## src/rtl/reg_lock_claim_pkg.sv

```systemverilog
package reg_lock_claim_pkg;

  // strobes from the decode/control half to the storage half
  typedef struct packed {
    logic keyWr;
    logic setWr;
    logic clrWr;
  } lockStrobeT;

  typedef enum logic [2:0] {
    RD_NONE = 3'd0,
    RD_STAT = 3'd1,
    RD_SET  = 3'd2,
    RD_CLR  = 3'd3,
    RD_KEY  = 3'd4
  } rdSelT;

endpackage

```

## src/rtl/reg_lock_claim_ctrl.sv

```systemverilog
module reg_lock_claim_ctrl
  import reg_lock_claim_pkg::*;
#(
  parameter int ADDR_W = 10,
  parameter logic [ADDR_W-1:0] KEY_ADDR  = 10'h3F0,
  parameter logic [ADDR_W-1:0] STAT_ADDR = 10'h3F1,
  parameter logic [ADDR_W-1:0] SET_ADDR  = 10'h3E0,
  parameter logic [ADDR_W-1:0] CLR_ADDR  = 10'h3E1
) (
  input  logic              clk,
  input  logic              rstN,
  input  logic              wrEn,
  input  logic [ADDR_W-1:0] addr,
  input  logic              locked,
  output lockStrobeT        strb,
  output logic              wrGrant,
  output logic              rdHit,
  output rdSelT             rdSel
);

  localparam int N_REGS = 4;

  logic [N_REGS-1:0] hitVec;
  logic isKey;

  always_comb begin
    hitVec[0] = (addr == KEY_ADDR);
    hitVec[1] = (addr == STAT_ADDR);
    hitVec[2] = (addr == SET_ADDR);
    hitVec[3] = (addr == CLR_ADDR);
  end

  assign isKey   = hitVec[0];
  assign wrGrant = wrEn && (!locked || isKey);
  assign rdHit   = |hitVec;

  always_comb begin
    strb.keyWr = wrEn && hitVec[0];
    strb.setWr = wrGrant && hitVec[2];
    strb.clrWr = wrGrant && hitVec[3];
  end

  always_comb begin
    unique case (1'b1)
      hitVec[0]: rdSel = RD_KEY;
      hitVec[1]: rdSel = RD_STAT;
      hitVec[2]: rdSel = RD_SET;
      hitVec[3]: rdSel = RD_CLR;
      default:   rdSel = RD_NONE;
    endcase
  end


  decode_onehot_chk: assert property (@(posedge clk) disable iff (!rstN)
    $onehot0(hitVec));


  locked_block_chk: assert property (@(posedge clk) disable iff (!rstN)
    (locked && !isKey) |-> !(strb.setWr || strb.clrWr || wrGrant));


  idle_quiet_chk: assert property (@(posedge clk) disable iff (!rstN)
    !wrEn |-> !(wrGrant || strb.keyWr || strb.setWr || strb.clrWr));

endmodule

```

## src/rtl/reg_lock_claim_dp.sv

```systemverilog
module reg_lock_claim_dp
  import reg_lock_claim_pkg::*;
#(
  parameter int DATA_W  = 32,
  parameter int CLAIM_W = 4,
  parameter logic [DATA_W-1:0] UNLOCK_KEY = 32'hC5AC_CE55
) (
  input  logic              clk,
  input  logic              rstN,
  input  lockStrobeT        strb,
  input  rdSelT             rdSel,
  input  logic [DATA_W-1:0] wrData,
  output logic              locked,
  output logic [DATA_W-1:0] rdData
);

  localparam int STAT_PAD  = DATA_W - 3;
  localparam int CLAIM_PAD = DATA_W - CLAIM_W;

  logic [CLAIM_W-1:0] claimTag;

  always_ff @(posedge clk or negedge rstN) begin
    if (!rstN)          locked <= 1'b1;
    else if (strb.keyWr) locked <= (wrData != UNLOCK_KEY);
  end

  for (genvar i = 0; i < CLAIM_W; i++) begin : g_claim
    always_ff @(posedge clk or negedge rstN) begin
      if (!rstN)                          claimTag[i] <= 1'b0;
      else if (strb.setWr && wrData[i])   claimTag[i] <= 1'b1;
      else if (strb.clrWr && wrData[i])   claimTag[i] <= 1'b0;
    end
  end

  always_comb begin
    unique case (rdSel)
      RD_STAT: rdData = {{STAT_PAD{1'b0}}, 1'b0, locked, 1'b1};
      RD_SET:  rdData = {{CLAIM_PAD{1'b0}}, {CLAIM_W{1'b1}}};
      RD_CLR:  rdData = {{CLAIM_PAD{1'b0}}, claimTag};
      default: rdData = '0;
    endcase
  end


  unlock_chk: assert property (@(posedge clk) disable iff (!rstN)
    (strb.keyWr && wrData == UNLOCK_KEY) |=> !locked);


  relock_chk: assert property (@(posedge clk) disable iff (!rstN)
    (strb.keyWr && wrData != UNLOCK_KEY) |=> locked);


  claim_frozen_chk: assert property (@(posedge clk) disable iff (!rstN)
    locked |=> $stable(claimTag));


  claim_set_chk: assert property (@(posedge clk) disable iff (!rstN)
    strb.setWr |=> ((claimTag & $past(wrData[CLAIM_W-1:0])) == $past(wrData[CLAIM_W-1:0])));


  claim_clr_chk: assert property (@(posedge clk) disable iff (!rstN)
    strb.clrWr |=> ((claimTag & $past(wrData[CLAIM_W-1:0])) == '0));


  idle_hold_chk: assert property (@(posedge clk) disable iff (!rstN)
    !(strb.keyWr || strb.setWr || strb.clrWr) |=> ($stable(claimTag) && $stable(locked)));

endmodule

```

## src/rtl/reg_lock_claim.sv

```systemverilog
module reg_lock_claim
  import reg_lock_claim_pkg::*;
#(
  parameter int ADDR_W  = 10,
  parameter int DATA_W  = 32,
  parameter int CLAIM_W = 4,
  parameter logic [DATA_W-1:0] UNLOCK_KEY = 32'hC5AC_CE55,
  parameter logic [ADDR_W-1:0] KEY_ADDR  = 10'h3F0,
  parameter logic [ADDR_W-1:0] STAT_ADDR = 10'h3F1,
  parameter logic [ADDR_W-1:0] SET_ADDR  = 10'h3E0,
  parameter logic [ADDR_W-1:0] CLR_ADDR  = 10'h3E1
) (
  input  logic              clk,
  input  logic              rstN,
  input  logic              wrEn,
  input  logic [ADDR_W-1:0] addr,
  input  logic [DATA_W-1:0] wrData,
  output logic              wrGrant,
  output logic              rdHit,
  output logic [DATA_W-1:0] rdData
);

  lockStrobeT strb;
  rdSelT      rdSel;
  logic       locked;

  reg_lock_claim_ctrl #(
    .ADDR_W(ADDR_W), .KEY_ADDR(KEY_ADDR), .STAT_ADDR(STAT_ADDR),
    .SET_ADDR(SET_ADDR), .CLR_ADDR(CLR_ADDR)
  ) u_ctrl (
    .clk(clk), .rstN(rstN), .wrEn(wrEn), .addr(addr), .locked(locked),
    .strb(strb), .wrGrant(wrGrant), .rdHit(rdHit), .rdSel(rdSel)
  );

  reg_lock_claim_dp #(
    .DATA_W(DATA_W), .CLAIM_W(CLAIM_W), .UNLOCK_KEY(UNLOCK_KEY)
  ) u_dp (
    .clk(clk), .rstN(rstN), .strb(strb), .rdSel(rdSel), .wrData(wrData),
    .locked(locked), .rdData(rdData)
  );

endmodule

```

## config.mk

```make
export PLATFORM = sky130hd
export DESIGN_NAME = reg_lock_claim
export DESIGN_NICKNAME = d
export VERILOG_FILES = /design/src/rtl/reg_lock_claim_pkg.sv /design/src/rtl/reg_lock_claim_ctrl.sv /design/src/rtl/reg_lock_claim_dp.sv /design/src/rtl/reg_lock_claim.sv
export SDC_FILE = /design/constraint.sdc
export NUM_CORES = 1
export LEC_CHECK = 0
export BUFFER_PORTS_ARGS = -buffer_cell sky130_fd_sc_hd__clkbuf_2
export CORE_ASPECT_RATIO = 0.6
export CORE_UTILIZATION = 25
export DETAILED_ROUTE_END_ITERATION = 10
export PLACE_DENSITY = 0.76
export SLEW_MARGIN = 20
export SYNTH_ARGS = -nofsm -noshare
export SYNTH_HDL_FRONTEND = slang
export SYNTH_SLANG_ARGS = --single-unit
```

## constraint.sdc

```tcl
create_clock -name clk -period 1.2 [get_ports clk]
set_clock_uncertainty 0.15 [all_clocks]
set_input_delay 0.06 -clock clk [delete_from_list [all_inputs] [get_ports clk]]
set_output_delay 0.06 -clock clk [all_outputs]
set_load 0.05 [all_outputs]
```

* Yosys cells after proc, flatten, opt, wreduce, memory -nomap -nowiden
Index checks and enable logic that the tools add are counted.
** Storage, ports and cells
- Bits in registers :: 5
- Latch bits :: 0
- RAM bits :: 0
- ROM bits :: 0
- Output and inout port bits :: 34
- Logic and storage cells :: 42
- Memories kept :: 0
** Cells by class
- $add $sub $neg :: 0
- Multiply operators :: 0
- Divide/modulo/power cells :: 0
- Order comparisons :: 0
- Eq/ne operators :: 8
- Shift operators :: 0
- Muxes and demuxes :: 10
- Bitwise gates (word level) :: 0
- Reductions and logical operators :: 19
** Operators with widths (count)
- equality test 10 bit (second input constant) :: 4
- inequality test 32 bit (second input constant) :: 1
- logical AND 1 bit :: 12
- one-hot mux 3 bit (4 select lines) :: 1
- one-hot mux 4 bit (3 select lines) :: 1
- two-way mux 1 bit :: 8
- nonzero test 2 bit :: 4
- equality test 3 x 2 -> 1 bit (second input constant) :: 2
- OR reduction 4 bit :: 1
- equality test 3 x 1 -> 1 bit (second input constant) :: 1
- logical NOT 1 bit :: 1
- logical OR 1 bit :: 1

* Depth between registers and ports, before layout
- Word-level depth :: 7
- Depth in mapped cells :: 4
- Depth with buffers taken out :: 3

* Cells and area by module
Synthesis repeated with hierarchy kept, for this count alone.
** Second synthesis, totals
- Cells, all modules :: 83
- Area, all modules :: 659.4 um^2
** Modules (own cells, without submodules)
- reg_lock_claim_dp :: instances 1, cells an instance 69, area each 569.3 um^2
- reg_lock_claim_ctrl :: instances 1, cells an instance 14, area each 90.1 um^2

* Worst setup path before layout
Ideal clock, no wire load.
- Path type :: input port to output port
- From :: in addr[1]
- To :: out rdData[2]
- Arrival :: 1.814 ns
- Setup slack :: -0.824 ns
- Stages on the path :: 3
- Path buffers :: 0
- Cells stage by stage :: nor4b_4 > nand2_2 > a211oi_1
** Between the ends
- Longest elaborated chain between the ends :: 4
** RTL lines
- from (decl) :: RTL line reg_lock_claim.sv:16 : input logic [ADDR_W-1:0] addr,
- equality test 10 bit, on equally long branches
- one-hot mux 3 bit (4 select lines) * :: RTL line reg_lock_claim_ctrl.sv:44 : unique case (1'b1)
- equality test 3 x 2 -> 1 bit / equality test 3 x 1 -> 1 bit (equally long branches) :: RTL line reg_lock_claim_dp.sv:36 : unique case (rdSel)
- one-hot mux 4 bit (3 select lines) * :: RTL line reg_lock_claim_dp.sv:36
- to (decl) :: RTL line reg_lock_claim.sv:20 : output logic [DATA_W-1:0] rdData
Mark *: on every way between the ends. The rest lies on a longest branch, timed or not.

* Worst setup path after layout
- From :: reg u_dp.locked
- To :: out rdData[1]
** Between the ends
- Longest elaborated chain between the ends :: 1
** RTL lines
- from (decl) :: RTL line reg_lock_claim_dp.sv:13 : output logic locked,
- from (signal assigned) :: RTL line reg_lock_claim_dp.sv:24 : else if (strb.keyWr) locked <= (wrData != UNLOCK_KEY);
- one-hot mux 4 bit (3 select lines) :: RTL line reg_lock_claim_dp.sv:36
No other way between the ends.

==> results.tsv <==
stage	metric	value	unit
outcome	run_status	complete, but fails checks	
outcome	violations	negative setup slack	
logic_synthesis	synth.area.top_cells	buf_4 31%, dfrtp_1 15%, mux2i_1 6.0%	
floorplan	die_h	42.1	µm
critical_path	slowest_delay	0.55	ns
timing	rsz0062_at_grt	true	
route	num_vias	711	
floorplan	placementRows	14	
clock_tree	clkTransAtPathRegs	0.03	ns
logic_synthesis	synth_cells	77	
cells_and_area	syn2layout_area_growth	72.0	%
critical_path	worst_setup_path_end_kind	output pin	
logic_synthesis	yosysUniqueCellTypes	27	
logic_synthesis	syn_avg_cell_area	8.69	µm²
clock_tree	cts_tree	built	
clock_tree	cts_sinks	5	
floorplan	core_area	0.00252	mm²
floorplan	dieWidth	68.8	µm
timing	layout_setup_ws	-0.181	ns
power_and_ir_drop	p_leak	0.618	nW
route	viasPerCell	4.18	
route	routedWlPerCell	10.4	µm
critical_path	arrival	1.17	ns
global_routing	grtUsageTotal	13.8	%
route	drc	0	
timing	period_minus_slack	1.38	ns
place	dpl.hpwl	1560	µm
timing	hold_viol	0	
global_routing	grt_pass1_wl	2910	µm
clock_tree	worstSkewPairLatency	0.22	ns
clock_tree	clock_path_buffers	2	
logic_synthesis	ys_seq_elements	5	
min_path	min-delay-start	wrData[0]	
critical_path	cp-start-kind	flip-flop	
place	dp.cells	164	
critical_path	critical_path_required	0.99	ns
flow_run	drv_cap	0	
route	drt-initial-drc-count	12	
critical_path	r2r_start	u_dp.locked	
place	gp_congestion	0.765	
clock_tree	clockRootBuffer	clkbuf_8	
clock_tree	htreeDepth	1	
logic_synthesis	synth_top_area_share	31.4	%
cells_and_area	final_nets	184	
critical_path	crit_fanout	3	
global_routing	antenna_found_initial	0	
global_routing	grt_max_degree	8	
critical_path	critical-path-slowest-cell	dfstp_2	
power_and_ir_drop	peakVddDrop	0.000282	V
logic_synthesis	synth_edf_count	0	
route	finalWirelength	1760	µm
cells_and_area	diodes	0	
logic_synthesis	synth-seq-area-share	18.9	%
cells_and_area	drive_above_1_share	55.8	%
critical_path	rr_worst_depth	3	
logic_synthesis	yosys-top-cells-count	28 x buf_4, 5 x inv_1, 4 x dfrtp_1, 4 x mux2i_1, 4 x nand4_1	
global_routing	grt_pass1_vias	709	
timing	setup-violations-final	7	
critical_path	crit_family	flip-flops	
logic_synthesis	ys_dominant_reg_cell	dfrtp_1	
cells_and_area	layout.cells.non_filler	170	
floorplan	design.die.area	0.00290	mm²
min_path	hold_depth	3	
logic_synthesis	synth_area_leader_cell	buf_4	
timing	max_freq	0.724	GHz
place	port_buffers	50	
floorplan	start_util	26.5	%
global_routing	overflow	0	
min_path	hold_path_class	in2reg	
timing	finalCritPeriodShare	115	%
min_path	whs_endpoint	u_dp.claimTag[0]	
logic_synthesis	yosys.cell_count.top_type	buf_4	
logic_synthesis	async_reset_ff_share	100	%
logic_synthesis	ys_warn_count	0	
timing	fin_hold_ws	0.00462	ns
cells_and_area	fillers	251	
floorplan	io_pins	79	
clock_tree	cts_made_buffers	3	
route	firstDrtPassIters	4	
cells_and_area	final_util	45.6	%
critical_path	reg2reg_slack	0	ns
timing	slew_violations	0	
critical_path	timing.critical_path.cells	nand3_2, a21oi_4, buf_12	
power_and_ir_drop	powerDensity	734	mW/mm²
critical_path	path_class	reg2out	
route	ant_nets	0	
critical_path	critical_path_buf_inv_count	1	
logic_synthesis	netlist_area	669	µm²
critical_path	worstReg2RegEnd	u_dp.claimTag[1]	
-- final cells by class --
class	count	area (µm²)	area share (%)
flip-flops and latches	5	126	11.0
repair buffers	60	424	36.8
clock buffers	4	45.0	3.91
inverters	5	18.8	1.63
well taps	32	40.0	3.48
multi-input cells	64	497	43.2
-- sequential cells by signal, indices dropped and copies added (netlist names) --
| register | count |
|---|---|
| u_dp.claimTag | 4 |
| u_dp.locked | 1 |
-- worst reg2reg max path, stage by stage (launching register included) --
cell and delay [ns]:
dfstp_2 0.38, nor3b_2 0.25, nand4_1 0.16, mux2i_1 0.14
-- worst max-delay path by stage --
stage | start | to | slack [ns] | depth (start not counted)
after floorplan | addr[1] | rdData[0] | -0.19 | 3
after global placement | wrData[17] | u_dp.locked | -0.19 | 4
after detailed placement | wrData[17] | u_dp.locked | -0.21 | 4
after CTS | u_dp.locked | rdData[1] | -0.20 | 3
after global routing | u_dp.locked | rdData[1] | -0.22 | 3
final | u_dp.locked | rdData[1] | -0.18 | 3
-- routing by layer --
layer,up-vias,wire [µm],global-route usage (%)
met5,-,0,0
met4,0,38,8.16
met3,4,161,3.26
met2,43,911,25.1
met1,321,649,14.1
li1,343,-,-
-- power breakdown --
group	leakage, nW	internal [mW]	switching (mW)	total [mW]
Sequential	0.0456	0.173	0.00188	0.175
Clock	0.0228	0.227	0.0765	0.304
Combinational	0.550	0.101	0.265	0.366
Total	0.618	0.502	0.343	0.845
-- layout by cell type, fill, tap and decap left out --
cell,Yosys,layout
nor4b_4,1,1
and4_1,2,2
dlygate4sd3_1,0,1
buf_4,28,9
nand4b_1,2,2
nand4bb_1,3,3
nor2b_4,0,1
clkbuf_8,0,3
nor3b_2,0,1
nand2_1,1,1
inv_1,5,4
dfrtp_1,4,4
nand3_1,2,1
mux2i_1,4,4
inv_2,0,1
buf_6,0,1
clkbuf_2,0,43
dfstp_2,1,1
nand4_1,4,4
nor4_2,1,2
nor2_1,2,2
a41oi_1,2,2
a21boi_4,0,1
nand3_2,0,1
buf_12,0,6
or4bb_1,1,1
a211oi_4,0,3
a21oi_4,0,1
or4b_4,1,1
a21o_1,1,1
nand2_4,0,1
conb_1,1,28
clkbuf_1,2,1
-- stage by stage --
| step | setup slack (ns) | instance area (µm²) | power [mW] | setup TNS [ns] |
|---|---|---|---|---|
| floorplan | -0.186 | 837 | 0.494 | -0.790 |
| global placement | -0.191 | 1060 | 0.528 | -0.536 |
| detailed placement | -0.211 | 1060 | 0.533 | -0.775 |
| CTS | -0.198 | 1120 | 0.851 | -0.603 |
| global route | -0.215 | 1150 | 0.886 | -1.29 |
| finish | -0.181 | 1150 | 0.845 | -0.589 |
-- cell families (layout without fill, tap and decap cells) --
| kind of cell | Yosys count | in the layout | synth area share (%) |
|---|---|---|---|
| and+or+nand+nor | 24 | 24 | 30.3 |
| DFF | 5 | 5 | 18.9 |
| muxes | 4 | 4 | 5.98 |
| buffers and inverters | 35 | 69 | 35.3 |
| AOI/OAI and AO/OA | 8 | 8 | 8.97 |
| other | 1 | 28 | 0.560 |
-- repair_timing --
| item | CTS | global route |
|---|---|---|
| setup buffers | 0 | 1 |
| hold buffers | 1 | 0 |
| pin swaps | 5 | 3 |
| cloned | 0 | 0 |
| endpoints found under the hold margin | 5 | 0 |
| setup endpoints to repair | 6 | 11 |
| gates resized for setup | 2 | 5 |
No activity file was read; power rests on OpenSTA's default activity.
